===== config.mk =====
export PLATFORM = sky130hd
export DESIGN_NAME = psb_link
export DESIGN_NICKNAME = d
export VERILOG_FILES = /design/src/rtl/psb_pkg.sv /design/src/rtl/psb_rate_div.sv /design/src/rtl/psb_tx.sv /design/src/rtl/psb_rx.sv /design/src/rtl/psb_link.sv
export SDC_FILE = /design/constraint.sdc
export NUM_CORES = 1
export LEC_CHECK = 0
export ABC_AREA = 1
export BUFFER_PORTS_ARGS = -buffer_cell sky130_fd_sc_hd__buf_2
export CAP_MARGIN = 40
export CORE_MARGIN = 1
export CORE_UTILIZATION = 32
export DETAILED_ROUTE_END_ITERATION = 12
export PLACE_DENSITY = 0.55
export RECOVER_POWER = 100
export SYNTH_ARGS = -nofsm -noshare
export SYNTH_HDL_FRONTEND = slang
export SYNTH_HIERARCHICAL = 1
export SYNTH_SLANG_ARGS = --single-unit

===== constraint.sdc =====
create_clock -name clk -period 4.6 [get_ports clk]
set_clock_uncertainty 0.2 [all_clocks]
set_input_delay 1.38 -clock clk [delete_from_list [all_inputs] [get_ports clk]]
set_output_delay 1.38 -clock clk [all_outputs]
set_load 0.05 [all_outputs]

===== src/rtl/psb_pkg.sv =====
package psb_pkg;
  typedef logic [2:0] rate_t;

  localparam rate_t RATE_MAX = 3'd5;

  function automatic logic rate_legal(rate_t r);
    return r <= RATE_MAX;
  endfunction

  function automatic logic rate_wide(rate_t r);
    return (r == 3'd4) || (r == 3'd5);
  endfunction

  // left shift applied to the base half period
  function automatic logic [2:0] rate_shift(rate_t r);
    case (r)
      3'd0:    return 3'd4;
      3'd1:    return 3'd3;
      3'd2:    return 3'd2;
      3'd3:    return 3'd1;
      3'd4:    return 3'd1;
      default: return 3'd0;
    endcase
  endfunction
endpackage


===== src/rtl/psb_rate_div.sv =====
module psb_rate_div #(
  parameter int BASE_HALF = 2
) (
  input  logic       clk,
  input  logic       rst,
  input  logic [2:0] shift,
  output logic       tick,
  output logic       lvl
);
  localparam int CW = $clog2(BASE_HALF * 16) + 1;

  logic [CW-1:0] cnt;
  logic [CW-1:0] half;

  assign half = CW'(BASE_HALF) << shift;
  assign tick = (cnt == half - 1'b1);

  always_ff @(posedge clk) begin
    if (rst) begin
      cnt <= '0;
      lvl <= 1'b0;
    end else if (tick) begin
      cnt <= '0;
      lvl <= ~lvl;
    end else begin
      cnt <= cnt + 1'b1;
    end
  end


  cnt_range_chk: assert property (@(posedge clk) disable iff (rst) cnt < half);
endmodule


===== src/rtl/psb_tx.sv =====
module psb_tx
  import psb_pkg::*;
#(
  parameter int LANES     = 16,
  parameter int BASE_HALF = 2
) (
  input  logic               clk,
  input  logic               rst,
  input  rate_t              rate_sel,
  input  logic [2*LANES-1:0] in_word,
  input  logic               in_valid,
  output logic               in_ready,
  input  logic               pps_in,
  output logic               clk_pri,
  output logic               clk_sec,
  output logic [2*LANES-1:0] lanes,
  output logic               lane_valid,
  output logic               lane_pps,
  output rate_t              act_mode
);
  localparam int WW = 2 * LANES;

  logic             tick, lvl, fall, pps_q, pps_rise, pps_pend;
  logic             hold_full, hi_pend, change_ok;
  logic [WW-1:0]    hold_word;
  logic [LANES-1:0] hi_half;

  psb_rate_div #(.BASE_HALF(BASE_HALF)) div_i (
    .clk   (clk),
    .rst   (rst),
    .shift (rate_shift(act_mode)),
    .tick  (tick),
    .lvl   (lvl)
  );

  assign clk_pri   = lvl;
  assign in_ready  = ~hold_full;
  assign fall      = tick & lvl;
  assign pps_rise  = pps_in & ~pps_q;
  assign change_ok = ~lane_valid & ~hi_pend & rate_legal(rate_sel) & (rate_sel != act_mode);

  always_ff @(posedge clk) begin
    if (rst) begin
      hold_full  <= 1'b0;
      hold_word  <= '0;
      hi_pend    <= 1'b0;
      hi_half    <= '0;
      lanes      <= '0;
      lane_valid <= 1'b0;
      lane_pps   <= 1'b0;
      pps_q      <= 1'b0;
      pps_pend   <= 1'b0;
      act_mode   <= '0;
      clk_sec    <= 1'b0;
    end else begin
      pps_q   <= pps_in;
      clk_sec <= rate_wide(act_mode) & (tick ? ~lvl : lvl);
      if (in_valid && !hold_full) begin
        hold_word <= in_word;
        hold_full <= 1'b1;
      end
      if (fall) begin
        lane_pps <= pps_pend;
        pps_pend <= pps_rise;
        if (hi_pend) begin
          lanes[LANES-1:0] <= hi_half;
          lane_valid       <= 1'b1;
          hi_pend          <= 1'b0;
        end else if (change_ok) begin
          act_mode   <= rate_sel;
          lanes      <= '0;
          lane_valid <= 1'b0;
        end else if (hold_full) begin
          hold_full  <= 1'b0;
          lane_valid <= 1'b1;
          if (rate_wide(act_mode)) begin
            lanes <= hold_word;
          end else begin
            lanes   <= {{LANES{1'b0}}, hold_word[LANES-1:0]};
            hi_half <= hold_word[WW-1:LANES];
            hi_pend <= 1'b1;
          end
        end else begin
          lane_valid <= 1'b0;
        end
      end else if (pps_rise) begin
        pps_pend <= 1'b1;
      end
    end
  end


  launch_edge_chk: assert property (@(posedge clk) disable iff (rst)
    (!$stable(lanes) || !$stable(lane_valid)) |-> $past(fall));

  mode_idle_chk: assert property (@(posedge clk) disable iff (rst)
    !$stable(act_mode) |-> (!$past(lane_valid) && !$past(hi_pend) && !lane_valid));

  narrow_quiet_chk: assert property (@(posedge clk) disable iff (rst)
    !rate_wide(act_mode) |-> (lanes[WW-1:LANES] == '0 && !clk_sec));
endmodule


===== src/rtl/psb_rx.sv =====
module psb_rx
  import psb_pkg::*;
#(
  parameter int LANES = 16
) (
  input  logic               clk,
  input  logic               rst,
  input  rate_t              mode,
  input  logic               clk_pri,
  input  logic               clk_sec,
  input  logic [2*LANES-1:0] lanes,
  input  logic               lane_valid,
  input  logic               lane_pps,
  output logic [2*LANES-1:0] word_o,
  output logic               word_vld,
  output logic               word_epoch
);
  localparam int WW = 2 * LANES;

  logic             a_q, b_q, pps_q, ep_pend, lo_pend, half_in;
  logic             a_rise, b_rise, ep_now, take_lo, wide;
  logic [LANES-1:0] lo_reg;
  rate_t            mode_q;

  always_comb begin
    a_rise  = clk_pri & ~a_q;
    b_rise  = clk_sec & ~b_q;
    ep_now  = a_rise & lane_pps & ~pps_q;
    take_lo = a_rise & lane_valid;
    wide    = rate_wide(mode);
  end

  always_ff @(posedge clk) begin
    if (rst) begin
      a_q        <= 1'b0;
      b_q        <= 1'b0;
      pps_q      <= 1'b0;
      ep_pend    <= 1'b0;
      lo_pend    <= 1'b0;
      half_in    <= 1'b0;
      lo_reg     <= '0;
      mode_q     <= '0;
      word_o     <= '0;
      word_vld   <= 1'b0;
      word_epoch <= 1'b0;
    end else begin
      a_q        <= clk_pri;
      b_q        <= clk_sec;
      mode_q     <= mode;
      word_vld   <= 1'b0;
      word_epoch <= 1'b0;
      if (a_rise) pps_q <= lane_pps;
      if (ep_now) ep_pend <= 1'b1;
      if (wide) begin
        if (take_lo) begin
          lo_reg  <= lanes[LANES-1:0];
          lo_pend <= 1'b1;
        end
        if (b_rise && (lo_pend || take_lo)) begin
          word_o     <= {lanes[WW-1:LANES], lo_pend ? lo_reg : lanes[LANES-1:0]};
          word_vld   <= 1'b1;
          word_epoch <= ep_pend | ep_now;
          ep_pend    <= 1'b0;
          lo_pend    <= 1'b0;
        end
      end else if (take_lo) begin
        if (!half_in) begin
          lo_reg  <= lanes[LANES-1:0];
          half_in <= 1'b1;
        end else begin
          word_o     <= {lanes[LANES-1:0], lo_reg};
          word_vld   <= 1'b1;
          word_epoch <= ep_pend | ep_now;
          ep_pend    <= 1'b0;
          half_in    <= 1'b0;
        end
      end
      if (mode != mode_q) begin
        lo_pend <= 1'b0;
        half_in <= 1'b0;
      end
    end
  end


  pulse_once_chk: assert property (@(posedge clk) disable iff (rst) word_vld |=> !word_vld);

  epoch_with_word_chk: assert property (@(posedge clk) disable iff (rst) word_epoch |-> word_vld);
endmodule


===== src/rtl/psb_link.sv =====
module psb_link #(
  parameter int LANES     = 16,
  parameter int BASE_HALF = 2
) (
  input  logic               clk,
  input  logic               rst,
  input  logic [2:0]         rate_sel,
  input  logic [2*LANES-1:0] in_word,
  input  logic               in_valid,
  output logic               in_ready,
  input  logic               pps_in,
  output logic               tx_clk_pri,
  output logic               tx_clk_sec,
  output logic [2*LANES-1:0] tx_lanes,
  output logic               tx_valid,
  output logic               tx_pps,
  input  logic               rx_clk_pri,
  input  logic               rx_clk_sec,
  input  logic [2*LANES-1:0] rx_lanes,
  input  logic               rx_valid,
  input  logic               rx_pps,
  output logic [2*LANES-1:0] out_word,
  output logic               out_vld,
  output logic               out_epoch
);
  logic [2:0] act_mode;

  psb_tx #(.LANES(LANES), .BASE_HALF(BASE_HALF)) tx_i (
    .clk        (clk),
    .rst        (rst),
    .rate_sel   (rate_sel),
    .in_word    (in_word),
    .in_valid   (in_valid),
    .in_ready   (in_ready),
    .pps_in     (pps_in),
    .clk_pri    (tx_clk_pri),
    .clk_sec    (tx_clk_sec),
    .lanes      (tx_lanes),
    .lane_valid (tx_valid),
    .lane_pps   (tx_pps),
    .act_mode   (act_mode)
  );

  psb_rx #(.LANES(LANES)) rx_i (
    .clk        (clk),
    .rst        (rst),
    .mode       (act_mode),
    .clk_pri    (rx_clk_pri),
    .clk_sec    (rx_clk_sec),
    .lanes      (rx_lanes),
    .lane_valid (rx_valid),
    .lane_pps   (rx_pps),
    .word_o     (out_word),
    .word_vld   (out_vld),
    .word_epoch (out_epoch)
  );
endmodule


==> impl_metrics.py <==
metrics = {
    "global_routing": {
        "grt-ovfl-total": 0,
        "grt_pass1_wl_um": 29800,
        "antenna_found_initial": 1,
        "grt_max_degree": 66,
        "grt_pass1_vias": 5891,
        "track_usage_pct": 16.9,
    },
    "sta": {
        "rsz0062_at_grt": "false",
        "finalCritPeriodShare_pct": 82.9,
        "slew_viol_final": 18,
        "setup_viol": 0,
        "hold_ws_ns": 0.224,
        "relSlewSlack_pct": -14.5,
        "hold_viol_final": 0,
        "fmax_mhz": 262,
        "fin_crit_ns": 3.81,
        "tightest_slew_ns": 1.70,
        "fin_setup_tns_ns": 0,
    },
    "finish": {
        "drive_above_1_share_pct": 11.6,
        "fill_cells": 2362,
        "area_growth_pct": 17.9,
        "reg_top3": "rx_i/word_o (32), tx_i/hold_word (32), tx_i/lanes (32)",
        "final_nets": 1220,
    },
    "cts": {
        "cts_max_path_buffers": 2,
        "root_buffer": "clkbuf_16",
        "tritoncts": "done",
        "clock_latency_ns": 0.43,
        "htreeDepth": 4,
        "postCtsHoldBufs": 0,
        "cts_resized": 0,
        "path_clk_slew_ns": 0.07,
        "cts-buffers-inserted": 17,
        "clock_sinks": 156,
        "postCtsSetupBuffers": 0,
    },
    "logic_synthesis": {
        "syn-instance-count": 1028,
        "ys.warnings.count": 6,
        "async_reset_ff_share_pct": 0,
        "synth_area_sq_um": 7020,
        "synth-simple-area-share_pct": 35.9,
        "ys_types": 32,
        "synth.yosys.seq_area_share_pct": 44.5,
        "synthFlopType": "dfxtp_1",
        "synth_seq_cells": 156,
        "synth_top_family_by_area": "simple AND/OR/NAND/NOR gates",
        "syn_nets": 1106,
        "synth_compound_area_share_pct": 8.50,
        "synth_edf_count": 0,
        "synth_mux_area_share_pct": 0,
        "avgSynthCellArea_sq_um": 6.83,
        "synthAdderAreaFrac_pct": 0.535,
        "synthXorXnorAreaFrac_pct": 0.624,
    },
    "setup_path": {
        "worstPathRequired_ns": 4.72,
        "cpMostUsedCell": "nor2_1",
        "crit_arrival_ns": 3.93,
        "crit_fanout": 33,
        "cpPeakStageDelay_ns": 0.47,
        "critPathKind": "reg -> reg",
        "start_kind": "register",
        "endpoint_kind": "register",
        "crit_chain": "inv_1, o21ai_0, nor2_1, nor2_1, nand2_1, ha_1, inv_1, nand2_1, nand2_1, nand3_1, nor2_1, nand2_2, nor2_1, ha_1, inv_1, nor2_2, buf_4, nand4_4, nor2_1, nor2_1",
        "critical-path-slowest-cell": "dfxtp_1",
    },
    "placement": {
        "globalplace.congestion": 0.820,
        "dpl.hpwl_um": 12600,
        "port_buffers": 145,
    },
    "flow_run": {
        "maxCapViolCount": 1,
    },
    "power_and_ir_drop": {
        "power.density_nw_per_um2": 367,
        "vdd_drop_max_mv": 0.222,
        "total_leakage_power_nw": 3.92,
    },
    "floorplan": {
        "dieArea_sq_um": 22500,
        "core_sq_um": 21300,
        "start_util_pct": 33.0,
        "rows": 53,
        "die_h_um": 150,
        "die_w_um": 150,
        "io_pins": 146,
    },
    "routing": {
        "avgViaCountPerCell": 4.56,
        "num_vias": 6532,
        "first_iter_violations": 368,
        "finalWirelength_um": 18600,
        "avgRoutedWirePerCell_um": 13.0,
        "first_pass_iters": 5,
        "antenna_left": 0,
        "drcViolationCount": 0,
    },
    "status": {
        "violations": "max-capacitance violations, max-slew violations",
        "outcome": "finished with violations",
    },
    "worst_hold_path": {
        "hold_class": "reg -> reg",
    },
}
[metrics by stage]
step	area [sq um]	setup slack [ns]	utilization, %	total power [W]	cells
after global routing	8280	0.262	38.9	0.00318	1431
final	8280	0.786	38.9	0.00304	1431
after floorplan	7020	1.45	-	0.00158	1028
after CTS	8430	0.797	39.6	0.00309	1430
after detailed placement	7830	0.820	36.8	0.00166	1398
after global placement	7820	0.940	36.7	0.00166	1397
[power breakdown]
group / internal [W] / switching, W
sequential: 0.00139 / 0.0000247
clock: 0.000775 / 0.000640
combinational: 0.0000697 / 0.000140
[cell families after synthesis]
| family | after synthesis |
|---|---|
| simple gates | 594 |
| buf+inv | 157 |
| flops | 156 |
| compound gates | 113 |
| xor+xnor | 5 |
| fa+ha+maj | 3 |
[per-layer routing]
metal	wire [um]	track usage [%]	vias to the layer above
li1	-	-	3459
met3	1170	4.27	13
met2	8000	25.9	166
met1	9210	23.2	2894
met4	176	5.40	0
met5	0	0	-
[cell usage in the layout, fill, tap and decap left out, types with 17 or more instances in the layout]
| cell type | instances |
|---|---|
| a21oi_1 | 52 |
| buf_2 | 73 |
| clkbuf_1 | 74 |
| clkbuf_16 | 17 |
| dfxtp_1 | 156 |
| inv_1 | 89 |
| nand2_1 | 285 |
| nand3_1 | 62 |
| nand4_1 | 40 |
| nor2_1 | 190 |
| o21ai_0 | 58 |
[critical path, delay by kind of cell (launching register included)]
family	cells	cell delay, ns
flops	1	0.47
fa+ha+maj	2	0.56
buf+inv	4	0.53
compound gates	1	0.16
simple gates	13	1.78
[path summary, 6_finish.rpt]
path / startpoint / to / slack [ns] / cells after the start
max: tx_i/act_mode[1]$_SDFFE_PP0P_ / tx_i/hi_half[0]$_SDFFE_PP0P_ / 0.79 / 20
min: tx_i/pps_q$_SDFF_PP0_ / tx_i/pps_pend$_SDFFE_PP0P_ / 0.22 / 1
max reg2reg: tx_i/act_mode[1]$_SDFFE_PP0P_ / tx_i/hi_half[0]$_SDFFE_PP0P_ / 0.79 / 20
min reg2reg: tx_i/pps_q$_SDFF_PP0_ / tx_i/pps_pend$_SDFFE_PP0P_ / 0.22 / 1
[cell type report]
class	instances	area [sq um]	share of cell area (%)
Tap cell	275	344	4.16
Antenna cell	1	2.50	0.0302
Clock inverter	15	173	2.09
Sequential cell	156	3120	37.7
Clock buffer	17	425	5.14
Inverter	98	368	4.44
Timing Repair Buffer	154	701	8.46
Multi-Input combinational cell	715	3140	38.0
[cell usage after synthesis, types with 2 or more instances]
library cell / count / area, sq um
nand4_1: 40 / 250
nor2_4: 2 / 22.5
nor2_2: 3 / 18.8
inv_2: 10 / 37.5
ha_1: 3 / 37.5
clkbuf_1: 16 / 60.1
nand2_1: 282 / 1060
nand2_2: 8 / 50.1
o21ai_0: 56 / 280
dfxtp_1: 156 / 3120
inv_1: 87 / 327
a21oi_1: 52 / 260
xor2_1: 3 / 26.3
buf_4: 9 / 67.6
o21ai_4: 2 / 32.5
nand3_1: 62 / 310
nor3_1: 4 / 20.0
buf_6: 7 / 78.8
buf_1: 7 / 26.3
buf_2: 19 / 95.1
nor2_1: 186 / 698
nand2_4: 3 / 33.8
xnor2_1: 2 / 17.5
(Power assumes the default switching activity.)
